==> src/rtl/ic_pkg.sv <==
package ic_pkg;

  typedef enum logic [2:0] {
    MD_TERM   = 3'd0,
    MD_ONESHT = 3'd1,
    MD_RATE   = 3'd2,
    MD_SQUARE = 3'd3,
    MD_SWSTB  = 3'd4,
    MD_HWSTB  = 3'd5
  } ic_mode_e;

  // values 6 and 7 fold onto rate and square
  function automatic ic_mode_e fold_mode(input logic [2:0] m);
    if (m[2:1] == 2'b11) return ic_mode_e'({1'b0, m[1:0]});
    return ic_mode_e'(m);
  endfunction

  function automatic logic is_gate_started(input ic_mode_e m);
    return (m == MD_ONESHT) || (m == MD_HWSTB);
  endfunction

  function automatic logic is_periodic(input ic_mode_e m);
    return (m == MD_RATE) || (m == MD_SQUARE);
  endfunction

endpackage

==> src/rtl/ic_edge.sv <==
module ic_edge (
  input  logic clk,
  input  logic rst_n,
  input  logic gate_i,
  output logic rise_o
);
  logic gate_q;

  always_ff @(posedge clk) begin
    if (!rst_n) gate_q <= 1'b0;
    else        gate_q <= gate_i;
  end

  assign rise_o = gate_i & ~gate_q;
endmodule

==> src/rtl/ic_step.sv <==
module ic_step #(
  parameter int DIGITS = 4
) (
  input  logic [4*DIGITS-1:0] val_i,
  input  logic                bcd_i,
  output logic [4*DIGITS-1:0] dec_o,
  output logic                last_o
);
  localparam int W = 4 * DIGITS;

  function automatic logic [W-1:0] dec_bcd(input logic [W-1:0] v);
    logic [W-1:0] r;
    logic         borrow;
    r      = v;
    borrow = 1'b1;
    for (int i = 0; i < DIGITS; i++) begin
      if (borrow) begin
        if (v[4*i +: 4] == 4'd0) begin
          r[4*i +: 4] = 4'd9;
        end else begin
          r[4*i +: 4] = v[4*i +: 4] - 4'd1;
          borrow      = 1'b0;
        end
      end
    end
    return r;
  endfunction

  assign dec_o  = bcd_i ? dec_bcd(val_i) : (val_i - {{(W-1){1'b0}}, 1'b1});
  assign last_o = (val_i == {{(W-1){1'b0}}, 1'b1});
endmodule

==> src/rtl/ic_wave.sv <==
module ic_wave
  import ic_pkg::*;
#(
  parameter int DIGITS = 4
) (
  input  ic_mode_e            mode_i,
  input  logic                bcd_i,
  input  logic [4*DIGITS-1:0] cnt_i,
  input  logic [4*DIGITS-1:0] init_i,
  input  logic                armed_i,
  input  logic                done_i,
  input  logic                pulse_i,
  output logic                out_o
);
  localparam int W  = 4 * DIGITS;
  localparam int TW = W + 1;

  function automatic logic [TW-1:0] pow10(input int n);
    logic [TW-1:0] p;
    p = TW'(1);
    for (int i = 0; i < n; i++) p = p * TW'(10);
    return p;
  endfunction

  localparam logic [TW-1:0] DEC_MAX = pow10(DIGITS);
  localparam logic [TW-1:0] BIN_MAX = TW'(1) << W;

  // number of ticks a register value stands for; 0 is the full range
  function automatic logic [TW-1:0] ticks_of(input logic [W-1:0] v, input logic b);
    logic [TW-1:0] acc;
    if (v == '0) return b ? DEC_MAX : BIN_MAX;
    if (!b) return TW'(v);
    acc = '0;
    for (int i = DIGITS - 1; i >= 0; i--)
      acc = acc * TW'(10) + TW'(v[4*i +: 4]);
    return acc;
  endfunction

  logic sq_high;
  assign sq_high = ticks_of(cnt_i, bcd_i) > (ticks_of(init_i, bcd_i) >> 1);

  always_comb begin
    unique case (mode_i)
      MD_TERM, MD_ONESHT:           out_o = done_i;
      MD_RATE, MD_SWSTB, MD_HWSTB:  out_o = pulse_i;
      MD_SQUARE:                    out_o = armed_i & sq_high;
      default:                      out_o = 1'b0;
    endcase
  end
endmodule

==> src/rtl/interval_counter_ch.sv <==
module interval_counter_ch
  import ic_pkg::*;
#(
  parameter int DIGITS = 4
) (
  input  logic                clk,
  input  logic                rst_n,
  input  logic                tick_i,
  input  logic                gate_i,
  input  logic                load_i,
  input  logic [4*DIGITS-1:0] load_val_i,
  input  logic [2:0]          mode_i,
  input  logic                bcd_i,
  output logic                out_o,
  output logic [4*DIGITS-1:0] count_o
);
  localparam int W = 4 * DIGITS;

  ic_mode_e     mode_q;
  logic         bcd_q;
  logic [W-1:0] init_q;
  logic [W-1:0] cnt_q;
  logic         armed_q;
  logic         done_q;
  logic         fired_q;
  logic         pulse_q;

  // named internal events
  logic         gate_rise;
  logic         restart;
  logic         step_en;
  logic [W-1:0] cnt_dec;
  logic         at_last;
  ic_mode_e     load_mode;

  ic_edge u_edge (
    .clk    (clk),
    .rst_n  (rst_n),
    .gate_i (gate_i),
    .rise_o (gate_rise)
  );

  ic_step #(.DIGITS(DIGITS)) u_step (
    .val_i  (cnt_q),
    .bcd_i  (bcd_q),
    .dec_o  (cnt_dec),
    .last_o (at_last)
  );

  assign load_mode = fold_mode(mode_i);
  assign restart   = !load_i && gate_rise && (mode_q != MD_TERM) && (mode_q != MD_SWSTB);
  assign step_en   = !load_i && !restart && tick_i && armed_q
                     && (gate_i || is_gate_started(mode_q));

  always_ff @(posedge clk) begin
    if (!rst_n) begin
      mode_q  <= MD_TERM;
      bcd_q   <= 1'b0;
      init_q  <= '0;
      cnt_q   <= '0;
      armed_q <= 1'b0;
      done_q  <= 1'b0;
      fired_q <= 1'b0;
      pulse_q <= 1'b0;
    end else if (load_i) begin
      mode_q  <= load_mode;
      bcd_q   <= bcd_i;
      init_q  <= load_val_i;
      cnt_q   <= load_val_i;
      armed_q <= !is_gate_started(load_mode);
      done_q  <= (load_mode == MD_ONESHT);
      fired_q <= 1'b0;
      pulse_q <= 1'b0;
    end else begin
      pulse_q <= 1'b0;
      if (restart) begin
        cnt_q   <= init_q;
        armed_q <= 1'b1;
        fired_q <= 1'b0;
        if (mode_q == MD_ONESHT) done_q <= 1'b0;
      end else if (step_en) begin
        if (is_periodic(mode_q) && at_last) begin
          cnt_q   <= init_q;
          pulse_q <= (mode_q == MD_RATE);
        end else begin
          cnt_q <= cnt_dec;
        end
        if (at_last) begin
          if (mode_q == MD_TERM || mode_q == MD_ONESHT) done_q <= 1'b1;
          if ((mode_q == MD_SWSTB || mode_q == MD_HWSTB) && !fired_q) begin
            pulse_q <= 1'b1;
            fired_q <= 1'b1;
          end
        end
      end
    end
  end

  ic_wave #(.DIGITS(DIGITS)) u_wave (
    .mode_i  (mode_q),
    .bcd_i   (bcd_q),
    .cnt_i   (cnt_q),
    .init_i  (init_q),
    .armed_i (armed_q),
    .done_i  (done_q),
    .pulse_i (pulse_q),
    .out_o   (out_o)
  );

  assign count_o = cnt_q;
endmodule

==> config.mk <==
export PLATFORM = sky130hd
export DESIGN_NAME = interval_counter_ch
export DESIGN_NICKNAME = d
export VERILOG_FILES = /design/src/rtl/ic_pkg.sv /design/src/rtl/ic_edge.sv /design/src/rtl/ic_step.sv /design/src/rtl/ic_wave.sv /design/src/rtl/interval_counter_ch.sv
export SDC_FILE = /design/constraint.sdc
export NUM_CORES = 1
export LEC_CHECK = 0
export ABC_AREA = 1
export ABC_CLOCK_PERIOD_IN_PS = 8800
export BUFFER_PORTS_ARGS = -buffer_cell sky130_fd_sc_hd__buf_2
export CORE_MARGIN = 3
export CORE_UTILIZATION = 30
export DETAILED_ROUTE_END_ITERATION = 8
export PLACE_DENSITY_LB_ADDON = 0.08
export SETUP_SLACK_MARGIN = 0.5
export SLEW_MARGIN = 20
export SYNTH_ARGS = -nofsm -noshare
export SYNTH_HDL_FRONTEND = slang
export SYNTH_HIERARCHICAL = 1
export SYNTH_SLANG_ARGS = --single-unit
==> constraint.sdc <==
create_clock -name clk -period 8.8 [get_ports clk]
set_input_delay 0.44 -clock clk [delete_from_list [all_inputs] [get_ports clk]]
set_output_delay 0.44 -clock clk [all_outputs]
set_load 0.03 [all_outputs]
======== Word level (Yosys, flattened, before mapping) ========
Index checks and enable logic that the tools add are counted.
storage, ports and cells
  bits in registers ....................... 41
  input bits .............................. 25
  output and inout port bits .............. 17
  logic and storage cells ................. 135
operators by class
  add/sub/neg operators ................... 11
  $mul .................................... 6
  $lt $le $gt $ge ......................... 1
  equal/unequal tests ..................... 14
  multiplexer cells ....................... 46
  bitwise operators ....................... 5
  reduce and logical (&&, ||, !) cells .... 40
operators by type and width
  kind                   number
  $mux 17                9
  $add 17x4->17          6
  $mux 16                5
  $mul 17x3->16 const B  4
  $logic_not 16->1       2
  $mux 4                 7
  $mux 1                 22
  $gt 17x16->1           1
  $eq 16x1->1 const B    1
  $logic_not 4->1        4
  $sub 16x1->16 const B  1
  $sub 4x1->4 const B    4
  $ne 5x2->1 const B     3
  $mul 4x3->7 const B    2
  $reduce_bool 3->1      4
  $eq 3x3->1 const B     3
  $logic_and 1x1->1      9
  $eq 3x1->1 const B     2
  $eq 3x2->1 const B     2
  $logic_or 1x1->1       6
  $mux 3                 2
  $reduce_and 2->1       3
  $reduce_or 3->1        2
  $logic_not 1->1        4
  other kinds (12)       15

======== Longest topological paths before layout ========
Gate-level depths: netlist (run 1).
  depth in word-level cells ............... 13
  mapped depth ............................ 45
  mapped depth without buffers ............ 45

======== By module ========
Netlist (run 1), hierarchy kept.
modules (own cells, without submodules)
  module               times used  cells each  area an instance (um^2)  seq. area each (um^2)
  ic_wave              1           855         5167.5                   0.0
  interval_counter_ch  1           277         1860.5                   800.8
  ic_step              1           156         787.0                    0.0
  ic_edge              1           5           37.5                     20.0

======== Least setup slack after synthesis (run 1) ========
OpenSTA, ideal clock, no wires.
  path kind ............................... register to output
  from .................................... register cnt_q[15], in the netlist count_o[15]
  to ...................................... output out_o
  data arrival time ....................... 6.400 ns
  data required time ...................... 8.360 ns
  slack ................................... 1.960 ns
  stages on the path, launching flop included .. 40
  path buffers ............................ 0
  cell sequence ........................... dfxtp_1 ha_1 ha_1 inv_1 fa_1 xor2_1 inv_1 ha_1 ha_1 a21oi_1 nand2_1 nand2_1 nand2_1 a21oi_2 o21ai_1 xnor2_1 xor2_1 inv_1 [... 4 more ...] a21oi_1 nand3_1 nand2_1 nand2_1 nor2_1 nand4_1 xor2_1 a21oi_1 ha_1 nand2_1 inv_1 nand3_1 nor3_1 nand4_1 a21oi_1 nand2_1 nand2_1 nand3_1
on the way
  cells in the longest elaborated chain, start to end .. 11
  elaborated cells on any way between the ends .. 14
  classes of those cells .................. 3 x add/sub; 3 x mul; 1 x order compare; 5 x mux; 1 x bitwise; 1 x reduce/logical
ends and longest elaborated chain
  element                   line                       RTL
  start: declaration        interval_counter_ch.sv:22  logic [W-1:0] cnt_q;
  start signal: assignment  interval_counter_ch.sv:69  cnt_q <= load_val_i;
  start signal: assignment  interval_counter_ch.sv:77  cnt_q <= init_q;
  start signal: assignment  interval_counter_ch.sv:83  cnt_q <= init_q;
  $mul 4x3->7               ic_wave.sv:35              acc = acc * TW'(10) + TW'(v[4*i +: 4]);
  $add 17x4->17             ic_wave.sv:35
  $mul 17x3->16             ic_wave.sv:35
  $add 17x4->17             ic_wave.sv:35
  $mul 17x3->16             ic_wave.sv:35
  $add 17x4->17             ic_wave.sv:35
  $mux 17                   ic_wave.sv:33              acc = '0;
  $mux 17 *                 ic_wave.sv:32              if (!b) return TW'(v);
  $gt 17x16->1 *            ic_wave.sv:40              assign sq_high = ticks_of(cnt_i, bcd_i) > (ticks_of(init_i, bcd_i) >> 1);
  $and 1x1->1 *             ic_wave.sv:46              MD_SQUARE: out_o = armed_i & sq_high;
  $pmux 1 s3 *              ic_wave.sv:43              unique case (mode_i)
  end: declaration          interval_counter_ch.sv:14  output logic out_o,
Mark *: on every way between the ends. The rest lies on a longest branch, timed or not.

======== Worst setup path after layout (run 1) ========
Ends and elaborated chain as after synthesis.

==> results of run 1 <==
cell usage after synthesis, drive strengths merged:
cell and instances:
nand3 84, o21a 1, a31oi 1, a21boi 1
nor3b 1, nor3 8, dfxtp 41, a21oi 90
and2 1, or4 2, o21bai 2, inv 182
nand4 20, clkbuf 9, nor2 174, o21ai 87
xnor2 24, o211ai 6, conb 1, nor4 4
o31ai 1, nand3b 7, fa 12, ha 115
and3 1, xor2 39, a221oi 1, nand2 355
clkinv 1, or2 5, a22oi 1, buf 13
a211oi 3
stage by stage:
step                power [mW]   util  setup slack, ps  instances  hold WS, ps
finish                    2.11  0.336             1190       1656          365
global route              2.39  0.336              486       1656          393
CTS                       2.13  0.335              752       1655          361
detailed placement        1.93  0.329             1080       1647          444
global placement          1.93  0.329             1060       1647          441
floorplan                 1.59      -             1960       1294          426
area by class of cell:
type | instances | area [um2] | area share
inverters | 183 | 687 | 0.0802
clock buffers | 6 | 129 | 0.0151
clock inverters | 2 | 10.0 | 0.00117
multi-input cells | 1048 | 6240 | 0.729
repair buffers | 46 | 243 | 0.0284
well taps | 330 | 413 | 0.0482
flip-flops and latches | 41 | 837 | 0.0978
tightest hold or removal path, delay by kind of cell:
family	cells	cell delay, ps
buf+inv	2	140
simple gates	1	50
final timing paths:
kind | slack [ps] | endpoint | cells after the start | start
setup / recovery | 1190 | out_o | 39 | count_o[15]
setup reg to reg | 5760 | count_o[12] | 9 | count_o[8]
hold reg to reg | 450 | fired_q | 2 | fired_q
hold / removal | 360 | u_edge/gate_q | 3 | gate_i
state kept, by name, summed over array words and instances, names as in the netlist:
name           cells
count_o           16
init_q            16
mode_q             3
armed_q            1
bcd_q              1
done_q             1
fired_q            1
pulse_q            1
u_edge/gate_q      1
per-layer routing:
metal / share of wire / vias up
li1: - / 4234
met4: 0.017 / 2
met1: 0.49 / 3536
met5: 0.00051 / -
met3: 0.027 / 23
met2: 0.46 / 107
what timing repair did:
action                                  4_1_cts  5_1_grt
resized for setup                             0       15
buffers inserted                              0        1
endpoints found under the setup margin        0        1
report_power, final:
group / leakage (nW) / switching [mW] / internal, mW / total [mW]
clock network: 0.0706 / 0.0766 / 0.104 / 0.181
registers: 0.342 / 0.0361 / 0.200 / 0.236
logic: 4.05 / 1.09 / 0.605 / 1.69
cells by family after synthesis:
| kind of cell | synth area share |
|---|---|
| xor+xnor | 0.0750 |
| other cells | 0.000478 |
| simple gates | 0.369 |
| buf+inv | 0.103 |
| compound gates | 0.134 |
| fa+ha+maj | 0.214 |
| flops | 0.105 |
==> impl_metrics.tcl, run 1 <==
set metrics [dict create \
    status "finished, final reports clean" \
    critPathKind "reg -> out" \
    io_buffers 41 \
    finalSetupViolCount 0 \
    netlist_area_um2 7850 \
    design_area_um2 8560 \
    grt_antenna_before_repair 1 \
    std_cell_rows 58 \
    insertion_delay_ps 290 \
    drive_gt1_frac 0.101 \
    max_cap_viol_count 0 \
    finalSetupTns_ps 0 \
    leakage_nw 4.46 \
    via_per_inst 4.77 \
    rsz0062_at_grt "no" \
    netlist.area_leader.share 0.183 \
    critical-path-top-delay-family "adder cells" \
    place.gp.congestion 0.816 \
    power_density_nw_per_um2 246 \
    cts_buffer_depth 2 \
    dieWidth_um 168 \
    crit_top_cell "nand2_1" \
    yosys.cell_types.count 56 \
    synthCells 1293 \
    core_um2 25500 \
    most-common-layout-cells "344 x nand2_1, 167 x inv_1, 155 x nor2_1" \
    dp_hpwl_um 18900 \
    maxSlewHeadroom 0.430 \
    area_growth_pct 9.03 \
    critPathMaxFanout 14 \
    syn_area_per_cell_um2 6.07 \
    postRouteWirelength_um 23500 \
    hold_viol 0 \
    route.detailed.wl_per_inst_um 14.2 \
    required_ps 8360 \
    die_h_um 168 \
    cts.sinks 41 \
    ys_seq_area_frac 0.105 \
    drt_first_pass_iters 5 \
    grt_util_met3 0.0122 \
    synth_area_leaders "ha_1 18%, nand2_1 16%, dfxtp_1 10%" \
    use_met2 0.287 \
    hold_class "in -> reg" \
    dieArea_um2 28200 \
    drv_slew 0 \
    synth_top_cell_by_area "ha_1" \
    vdd_drop_max_uv 128 \
    drt_iter0_markers 393 \
    dpl-instance-area_um2 8380 \
    synth_seq_cells 41 \
    end_kind "output pin" \
    cp.arrival_ps 7170 \
    cp_slowest_cell "dfxtp_4" \
    slowest_delay_ps 460 \
    cts.clk_slew.worst_paths_ps 60 \
    cp_num_buf_inv 5 \
    vias 7902 \
    period_minus_slack_ps 7610 \
    layout_commonest_cell "nand2_1" \
    max_freq_mhz 131 \
    fin_worst_skew_ps 4.61 \
    grt_usage 0.166 \
    antenna_left 0 \
    tightest_slew_ps 852 \
    yosys_warnings 6 \
    startpoint_type "flip-flop" \
    initial_utilization 0.308 \
    final_nets 1477 \
    cts_hold_buf 0 \
    cts_inserted_buffers 5 \
    antenna_cells 0 \
    grt_busiest_layer "met2" \
    ctsHtreeMaxLevel 2 \
    ios 42 \
    cts_tree "done" \
    grt_pass1_wl_um 39100 \
    met1_usage 0.229 \
    grt_overflow 0 \
    num-fill-cells 2896 \
    grt_max_degree 52 \
    fin_crit_sh 0.865 \
    route.detailed.drc 0 \
    grt_pass1_vias 7725 \
    cts_root_buf "clkbuf_16" \
]
Power figures use the tool's default switching activity.
==> run 2, diff against run 1 <==
- ABC_AREA: 1 -> unset
==> run 2 against run 1 <==
Effect of this change: utilization grew 2.1 points; routed wire length shrank 8.5%; combinational power shrank 4%; clock skew grew 2.7 ps; synthesized area shrank 8.2%.
==> impl_metrics.tcl, run 2 <==
set metrics [dict create \
    ctsHtreeMaxLevel 2 \
    end_kind "output pin" \
    power_density_nw_per_um2 244 \
    core_um2 23500 \
    cts_hold_buf 0 \
    grt_pass1_wl_um 34700 \
    rsz0062_at_grt "no" \
    dieArea_um2 25900 \
    cts_buffer_depth 2 \
    die_h_um 161 \
    vdd_drop_max_uv 178 \
    synth_seq_cells 41 \
    antenna_left 0 \
    synth-async-reset-ratio 0 \
    status "finished, final reports clean" \
    cts_inserted_buffers 5 \
    place_ws_ps 685 \
    dp_hpwl_um 16900 \
    area_growth_pct 16.7 \
    ys_dominant_reg_cell "dfxtp_1" \
    drv_slew 0 \
    max_freq_mhz 128 \
    cp.arrival_ps 7390 \
    fin_worst_skew_ps 7.32 \
    netlist_area_um2 7210 \
    synth_top_cell_by_area "ha_1" \
    grt_max_degree 59 \
    std_cell_rows 56 \
    cts_tree "done" \
    drive_gt1_frac 0.174 \
    finalSetupTns_ps 0 \
    slowest_delay_ps 500 \
    insertion_delay_ps 290 \
    vias 6718 \
    hold_viol 0 \
    grt_overflow 0 \
    fin_ws_ps 973 \
    netlist.area_leader.share 0.200 \
    crit_top_cell "ha_1" \
    postRouteWirelength_um 21500 \
    yosys_warnings 6 \
    startpoint_type "flip-flop" \
    yosysMostFrequentCell "ha_1" \
    required_ps 8360 \
    cts.sinks 41 \
    hold_class "in -> reg" \
    final_nets 1102 \
    cts_root_buf "clkbuf_16" \
    finalSetupViolCount 0 \
    tightest_slew_ps 874 \
    dieWidth_um 161 \
    ios 42 \
    synth-edff-count 0 \
    synthCells 911 \
    drt_iter0_markers 325 \
    cp_num_buf_inv 2 \
    critPathKind "reg -> out" \
    yosys.cell_types.count 76 \
    leakage_nw 3.60 \
    cp_slowest_cell "fa_2" \
    grt_antenna_before_repair 0 \
    route.detailed.wl_per_inst_um 16.9 \
    antenna_cells 0 \
    place.gp.congestion 0.815 \
    most-common-layout-cells "106 x ha_1, 77 x nor2_1, 60 x inv_1" \
    period_minus_slack_ps 7830 \
    critPathMaxFanout 5 \
    syn_area_per_cell_um2 7.91 \
    route.detailed.drc 0 \
    maxSlewHeadroom 0.414 \
    via_per_inst 5.29 \
    drt_first_pass_iters 5 \
    fin_crit_sh 0.889 \
    layout_commonest_cell "ha_1" \
    io_buffers 41 \
    max_cap_viol_count 0 \
    num-fill-cells 2588 \
    initial_utilization 0.306 \
    grt_usage 0.162 \
    cts.clk_slew.worst_paths_ps 70 \
    critical-path-top-delay-family "adder cells" \
    synthTopCellsByCount "115 x ha_1, 78 x nor2_1, 60 x inv_1" \
    grt_pass1_vias 6608 \
    synth_area_leaders "ha_1 20%, dfxtp_1 11%, xnor2_1 6.4%" \
    ys_seq_area_frac 0.114 \
]
## run 2: routing by layer
metal	wire length, um	GRT usage	vias to the layer above
li1	-	-	3428
met3	511	0.0146	13
met1	10700	0.230	3192
met5	0	0	-
met4	150	0.0215	0
met2	10200	0.276	85
## run 2: cells by family (layout without fill, tap and decap cells)
logic type	Yosys count	in the layout	synth area share
AO/OA/AOI/OAI	224	224	0.221
XOR/XNOR	80	80	0.0972
adder cells (fa/ha/maj)	127	127	0.233
buffers and inverters	84	123	0.0467
flip-flops	41	41	0.114
multiplexers	29	29	0.0408
other	1	2	0.000520
AND/OR/NAND/NOR	325	325	0.247
## run 2: report_power, final
part           leakage, nW  switching [mW]  internal [mW]  total, mW
sequential           0.342          0.0364          0.201      0.237
combinational         3.19           0.930          0.695       1.62
clock               0.0702          0.0826          0.106      0.188
total                 3.60            1.05           1.00       2.05
## run 2: path summary, 6_finish.rpt
path / start / end / slack, ps / cells past startpoint
hold reg to reg: fired_q / fired_q / 450 / 2
setup reg to reg: count_o[8] / count_o[14] / 5600 / 8
hold / removal: bcd_i / bcd_q / 400 / 3
setup / recovery: count_o[13] / out_o / 970 / 30
## run 2: cell type report
type	count	area (um2)	area share
inverters	60	225	0.0268
multi-input cells	787	6480	0.771
repair buffers	55	313	0.0372
well taps	319	399	0.0475
clock buffers	5	125	0.0149
clock inverters	3	21.3	0.00253
flip-flops and latches	41	842	0.100
## run 2: worst register-to-register path: stages, from the launching register on
cell	delay [ps]
dfxtp_1	300
buf_4	190
nor4_1	610
nand2_1	260
nor3_1	450
nand3b_1	170
a21oi_2	630
o2bb2ai_1	160
a32o_1	310
## run 2: timing repair
action,4_1_cts,5_1_grt
setup endpoints to repair,1,1
pin swaps,0,19
buffers inserted,0,5
resized for setup,6,87
## run 2: metrics by stage
stage                     hold slack (ps)  power [mW]  cells  utilization  cell area (um2)
final                                 403        2.05   1270        0.357             8410
after global routing                  408        2.27   1270        0.357             8410
after CTS                             406        1.96   1265        0.337             7940
after detailed placement              445        1.75   1257        0.330             7770
after global placement                446        1.76   1257        0.330             7770
after floorplan                       423        1.44    912            -             7210
